`config.mk`:
```
export PLATFORM = sky130hd
export DESIGN_NAME = piezo_wave_gen
export DESIGN_NICKNAME = d
export VERILOG_FILES = /design/src/rtl/piezo_wave_gen.sv
export SDC_FILE = /design/constraint.sdc
export NUM_CORES = 1
export LEC_CHECK = 0
export BUFFER_PORTS_ARGS = -buffer_cell sky130_fd_sc_hd__buf_4
export CAP_MARGIN = 15
export CORE_MARGIN = 3
export CORE_UTILIZATION = 45
export DETAILED_ROUTE_END_ITERATION = 10
export PLACE_DENSITY = 0.66
export SYNTH_ARGS = -nofsm -noshare
export SYNTH_HDL_FRONTEND = slang
export SYNTH_SLANG_ARGS = --single-unit
export TNS_END_PERCENT = 1
```
`constraint.sdc`:
```
create_clock -name clk -period 4.4 [get_ports clk]
set_input_delay 0.44 -clock clk [delete_from_list [all_inputs] [get_ports clk]]
set_output_delay 0.44 -clock clk [all_outputs]
set_load 0.05 [all_outputs]
```
`src/rtl/piezo_wave_gen.sv`:
```
module piezo_wave_gen #(
  parameter int CW = 8
) (
  input  logic          clk,
  input  logic          rst_n,
  input  logic          start_i,
  input  logic          dir_i,
  input  logic [CW-1:0] rest_cfg,
  input  logic [CW-1:0] hold_cfg,
  input  logic [CW-1:0] lead_cfg,
  input  logic [CW-1:0] trail_cfg,
  output logic          drv_a,
  output logic          drv_b,
  output logic          period_done,
  output logic          busy
);

  typedef enum logic [2:0] {S_IDLE, S_REST, S_P1, S_P2, S_P3} st_t;

  st_t           st;
  logic [CW-1:0] cnt;
  logic          near_q;
  logic [CW-1:0] hold_q, lead_q, trail_q;

  function automatic logic [CW-1:0] span_m1(input logic [CW-1:0] v);
    return (v <= CW'(1)) ? '0 : v - CW'(2);
  endfunction

  wire zero = (cnt == '0);

  always_ff @(posedge clk or negedge rst_n) begin
    if (!rst_n) begin
      st      <= S_IDLE;
      cnt     <= '0;
      near_q  <= 1'b0;
      hold_q  <= '0;
      lead_q  <= '0;
      trail_q <= '0;
    end else begin
      case (st)
        S_IDLE: if (start_i) begin
          st      <= S_REST;
          cnt     <= rest_cfg;
          near_q  <= dir_i;
          hold_q  <= span_m1(hold_cfg);
          lead_q  <= span_m1(lead_cfg);
          trail_q <= span_m1(trail_cfg);
        end
        S_REST: if (zero) begin
          st  <= S_P1;
          cnt <= near_q ? lead_q : hold_q;
        end else cnt <= cnt - 1'b1;
        S_P1: if (zero) begin
          st  <= S_P2;
          cnt <= near_q ? trail_q : hold_q;
        end else cnt <= cnt - 1'b1;
        S_P2: if (zero) begin
          st  <= near_q ? S_P3 : S_IDLE;
          cnt <= hold_q;
        end else cnt <= cnt - 1'b1;
        S_P3: if (zero) st <= S_IDLE;
              else cnt <= cnt - 1'b1;
        default: st <= S_IDLE;
      endcase
    end
  end

  assign drv_a       = (st == S_P1 && !near_q) || (st == S_P2 && near_q);
  assign drv_b       = (st == S_P2 && !near_q) || (st == S_P1 && near_q);
  assign busy        = (st != S_IDLE);
  assign period_done = zero && ((st == S_P2 && !near_q) || st == S_P3);

endmodule


```
==> qor.csv <==
stage;metric;value;unit
status;run status;finished clean;
global_routing;leftover overflow at the end of global routing;0;
power;leak pwr;0.00121;uW
synth;Synth area leader;sky130_fd_sc_hd__dfrtp_1;
worst_setup_path;Largest stage delay, worst path;0.44;ns
synth;cell with the most instances after synthesis;sky130_fd_sc_hd__nand2_1;
synth;portion of the post-synthesis area used by sequential elements;0.384;
power;power dissipated by switching net loads;648;uW
timing;Final TNS setup;0;ns
timing;Final Max Tran Viols;0;
timing;Highest Clock Rate;371;MHz
timing;unrepaired setup endpoints after global routing;false;
timing;Slew HR;0.417;
finish;final net count;360;
synth;per-instance average area after synthesis;8.18;sq um
power;worst IR drop on VDD;0.252;mV
finish;P&R area growth vs syn;18.0;%
die;die span in x;78.2;microns
job;maximum capacitance violations;0;
worst_setup_path;number of cells on the worst reg-to-reg path;5;
finish;fraction of layout cells with a size suffix above 1;0.168;
finish;Ant. Diodes;0;
die;IO Pins;40;
worst_setup_path;maximum fanout encountered on the critical timing path;10;
worst_setup_path;kind of capture point of the worst setup path;output port;
timing;post-layout min period;2.69;ns
routing;post-detailed-route count of antenna-violating nets;0;
worst_setup_path;Worst Setup Path Type;reg2out;
worst_setup_path;kind of start point of the critical path;flop;
worst_setup_path;family of cells with the greatest summed delay on the critical path;simple AND/OR/NAND/NOR gates;
power;proportion of power drawn by flip-flops and latches;0.421;
synth;top flip-flop cell by instance count after synthesis;sky130_fd_sc_hd__dfrtp_1;
clock_tree;clock insertion delay at the later pin of the skew report;0.29;ns
worst_setup_path;data required time at the worst endpoint;3.96;ns
synth;Post-synth EDFFs;0;
finish;utilization of the core after routing;0.567;
worst_setup_path;WP data arrival;2.25;ns
hold_path;type of the worst min-delay path;in2async;
power;total power density per cell area;560;nW/um^2
clock_tree;buffer cell driving the clock tree root;sky130_fd_sc_hd__clkbuf_8;
routing;drt total wl;6070;microns
timing;Least-Margin Pin Slew;0.873;ns
worst_setup_path;Register-to-Register Setup Slack;1.96;ns
synth;synth top area cells;sky130_fd_sc_hd__dfrtp_1, sky130_fd_sc_hd__nand2_1, sky130_fd_sc_hd__o21ai_0;
global_routing;via count of the first global-routing pass;2057;
synth;post-synth design cell area;2350;sq um
power;combinational power share;0.421;
routing;number of DRC markers in iteration 0;259;
timing;number of failing hold endpoints at the final stage;0;
timing;Post-Route Skew;0.00481;ns
global_routing;overall routing resource usage;0.210;
global_routing;first-pass GRT wire length;10200;microns
clock_tree;CTS tree;yes;
die;number of rows in the core area;25;
worst_setup_path;cell with the biggest individual delay on the critical path;sky130_fd_sc_hd__nor3b_2;
worst_setup_path;R2R Path End;lead_q[6]$_DFFE_PN0P_;
die;placeable core region;4880;sq um
timing;worst hold slack;0.0994;ns
routing;total via count after detailed routing;2193;
placed_design;Cells after DPL;380;
routing;number of detailed-route iterations in the first pass;5;
synth;number of distinct library cells after synthesis;52;
worst_setup_path;launch point of the worst reg-to-reg path;st[1]$_DFFE_PN0P_;
power;internal power;902;uW
clock_tree;clock tree sinks;36;
synth;post-synthesis async set-or-reset flop share;1.00;
die;area enclosed by the die boundary;6120;sq um
clock_tree;H-tree levels;2;
clock_tree;maximum number of buffers from clock root to sink;2;
synth;number of storage elements in the synthesis netlist;36;
routing;vias per std cell;5.65;
global_routing;largest net degree at the start of global routing;37;
timing;setup violation total in the final timing report;0;
die;starting density of the core;0.481;
synth;list of most frequent post-synthesis cells;sky130_fd_sc_hd__nand2_1, sky130_fd_sc_hd__dfrtp_1, sky130_fd_sc_hd__o21ai_0;
power;switching part of the total;0.418;
clock_tree;clock transition at the register clock pins on the worst setup and hold paths after CTS;0.07;ns
clock_tree;CTS buffer count;5;
power;proportion of power drawn by the clock network;0.158;
power;overall power after layout;1550;uW
routing;Routed WL per cell;15.6;microns
clock_tree;cells resized by post-CTS repair;0;
finish;Non-Filler Instances;388;
worst_setup_path;cell breakdown of the critical path;inv_1 -> ha_1 -> nor3b_2 -> nand2_1 -> a21oi_1 -> buf_4;
synth;post-synthesis cell count;287;
timing;fin crit share;0.612;
placed_design;buffers added on ports;39;
clock_tree;setup fix buffers added after clock tree synthesis;0;
routing;drc violations;0;
placed_design;Placer Congestion;0.903;
synth;count of warnings emitted by yosys;0;
clock_tree;number of hold buffers added after CTS;0;
die;Vert. Die Dim;78.2;microns
worst_setup_path;total buffers and inverters traversed by the critical path;2;
global_routing;number of antenna violations at the first check in global routing;0;
synth;total nets after synthesis;327;
synth;fraction of synthesized cell area taken by the top area cell type;0.384;
placed_design;sum of net half-perimeters after detailed placement;4520;microns
-- cell usage in the layout, fill, tap and decap left out, types with 3 or more instances in the layout --
cell	count
sky130_fd_sc_hd__inv_1	15
sky130_fd_sc_hd__clkbuf_8	6
sky130_fd_sc_hd__a22o_1	5
sky130_fd_sc_hd__xor2_1	4
sky130_fd_sc_hd__o31ai_1	3
sky130_fd_sc_hd__nor2b_1	5
sky130_fd_sc_hd__a22oi_1	7
sky130_fd_sc_hd__dfrtp_1	36
sky130_fd_sc_hd__a211oi_1	3
sky130_fd_sc_hd__nand2_1	52
sky130_fd_sc_hd__or3_1	3
sky130_fd_sc_hd__a2bb2oi_1	3
sky130_fd_sc_hd__nor3_1	5
sky130_fd_sc_hd__ha_1	4
sky130_fd_sc_hd__xnor2_1	10
sky130_fd_sc_hd__o2bb2ai_1	3
sky130_fd_sc_hd__nor2_1	17
sky130_fd_sc_hd__a21oi_1	14
sky130_fd_sc_hd__o22ai_1	6
sky130_fd_sc_hd__nand3b_1	3
sky130_fd_sc_hd__buf_4	39
sky130_fd_sc_hd__o21ai_0	32
sky130_fd_sc_hd__nor3b_1	5
-- through the flow --
| stage | cell area (sq um) | setup slack [ns] |
|---|---|---|
| finish | 2770 | 1.71 |
| global route | 2770 | 1.51 |
| CTS | 2770 | 1.73 |
| detailed placement | 2680 | 2.00 |
| global placement | 2680 | 2.09 |
| floorplan | 2350 | 1.92 |
-- routing by layer --
metal	track usage	vias up	part of all wire
li1	-	1109	-
met4	0.0734	0	0.016
met5	0	-	0
met3	0.0436	8	0.063
met2	0.307	87	0.45
met1	0.307	989	0.47
-- cells by family (layout without fill, tap and decap cells) --
kind of cell	after synthesis	after routing	synth area share
simple gates	109	109	0.228
fa+ha+maj	4	4	0.0213
mux	1	1	0.00426
compound gates	95	95	0.265
buf+inv	28	62	0.0448
flops	36	36	0.384
xor+xnor	14	14	0.0522
-- how the worst max path moves through the flow --
| stage | start | to | slack [ns] | depth (start not counted) |
|---|---|---|---|---|
| 6_report | cnt[0]$_DFFE_PN0P_ | period_done | 1.71 | 6 |
| 5_1_grt | cnt[0]$_DFFE_PN0P_ | period_done | 1.51 | 6 |
| 4_1_cts | cnt[0]$_DFFE_PN0P_ | period_done | 1.73 | 6 |
| 3_5_place_dp | st[1]$_DFFE_PN0P_ | lead_q[6]$_DFFE_PN0P_ | 2.00 | 5 |
| 3_3_place_gp | st[1]$_DFFE_PN0P_ | trail_q[6]$_DFFE_PN0P_ | 2.09 | 5 |
| 2_1_floorplan | cnt[0]$_DFFE_PN0P_ | period_done | 1.92 | 5 |
-- power groups by stage --
stage / Clock (uW) / Sequential (uW) / Combinational (uW)
after global routing: 266 / 678 / 741
after detailed placement: 0 / 657 / 645
after CTS: 251 / 650 / 648
after global placement: 0 / 654 / 640
after floorplan: 0 / 569 / 532
final: 245 / 653 / 653
-- registers in the layout (all words and copies together) (netlist names) --
| signal | cells |
|---|---|
| cnt | 8 |
| hold_q | 8 |
| lead_q | 8 |
| near_q | 1 |
| st | 3 |
| trail_q | 8 |
-- layout make-up --
cell class | count | area [sq um]
multi-input combinational | 223 | 1340
clock buffer | 7 | 86.3
sequential | 36 | 901
clock inverter | 1 | 7.51
fill | 473 | 2110
tap | 67 | 83.8
timing repair buffer | 39 | 293
inverter | 15 | 56.3
(Power assumes the default switching activity.)
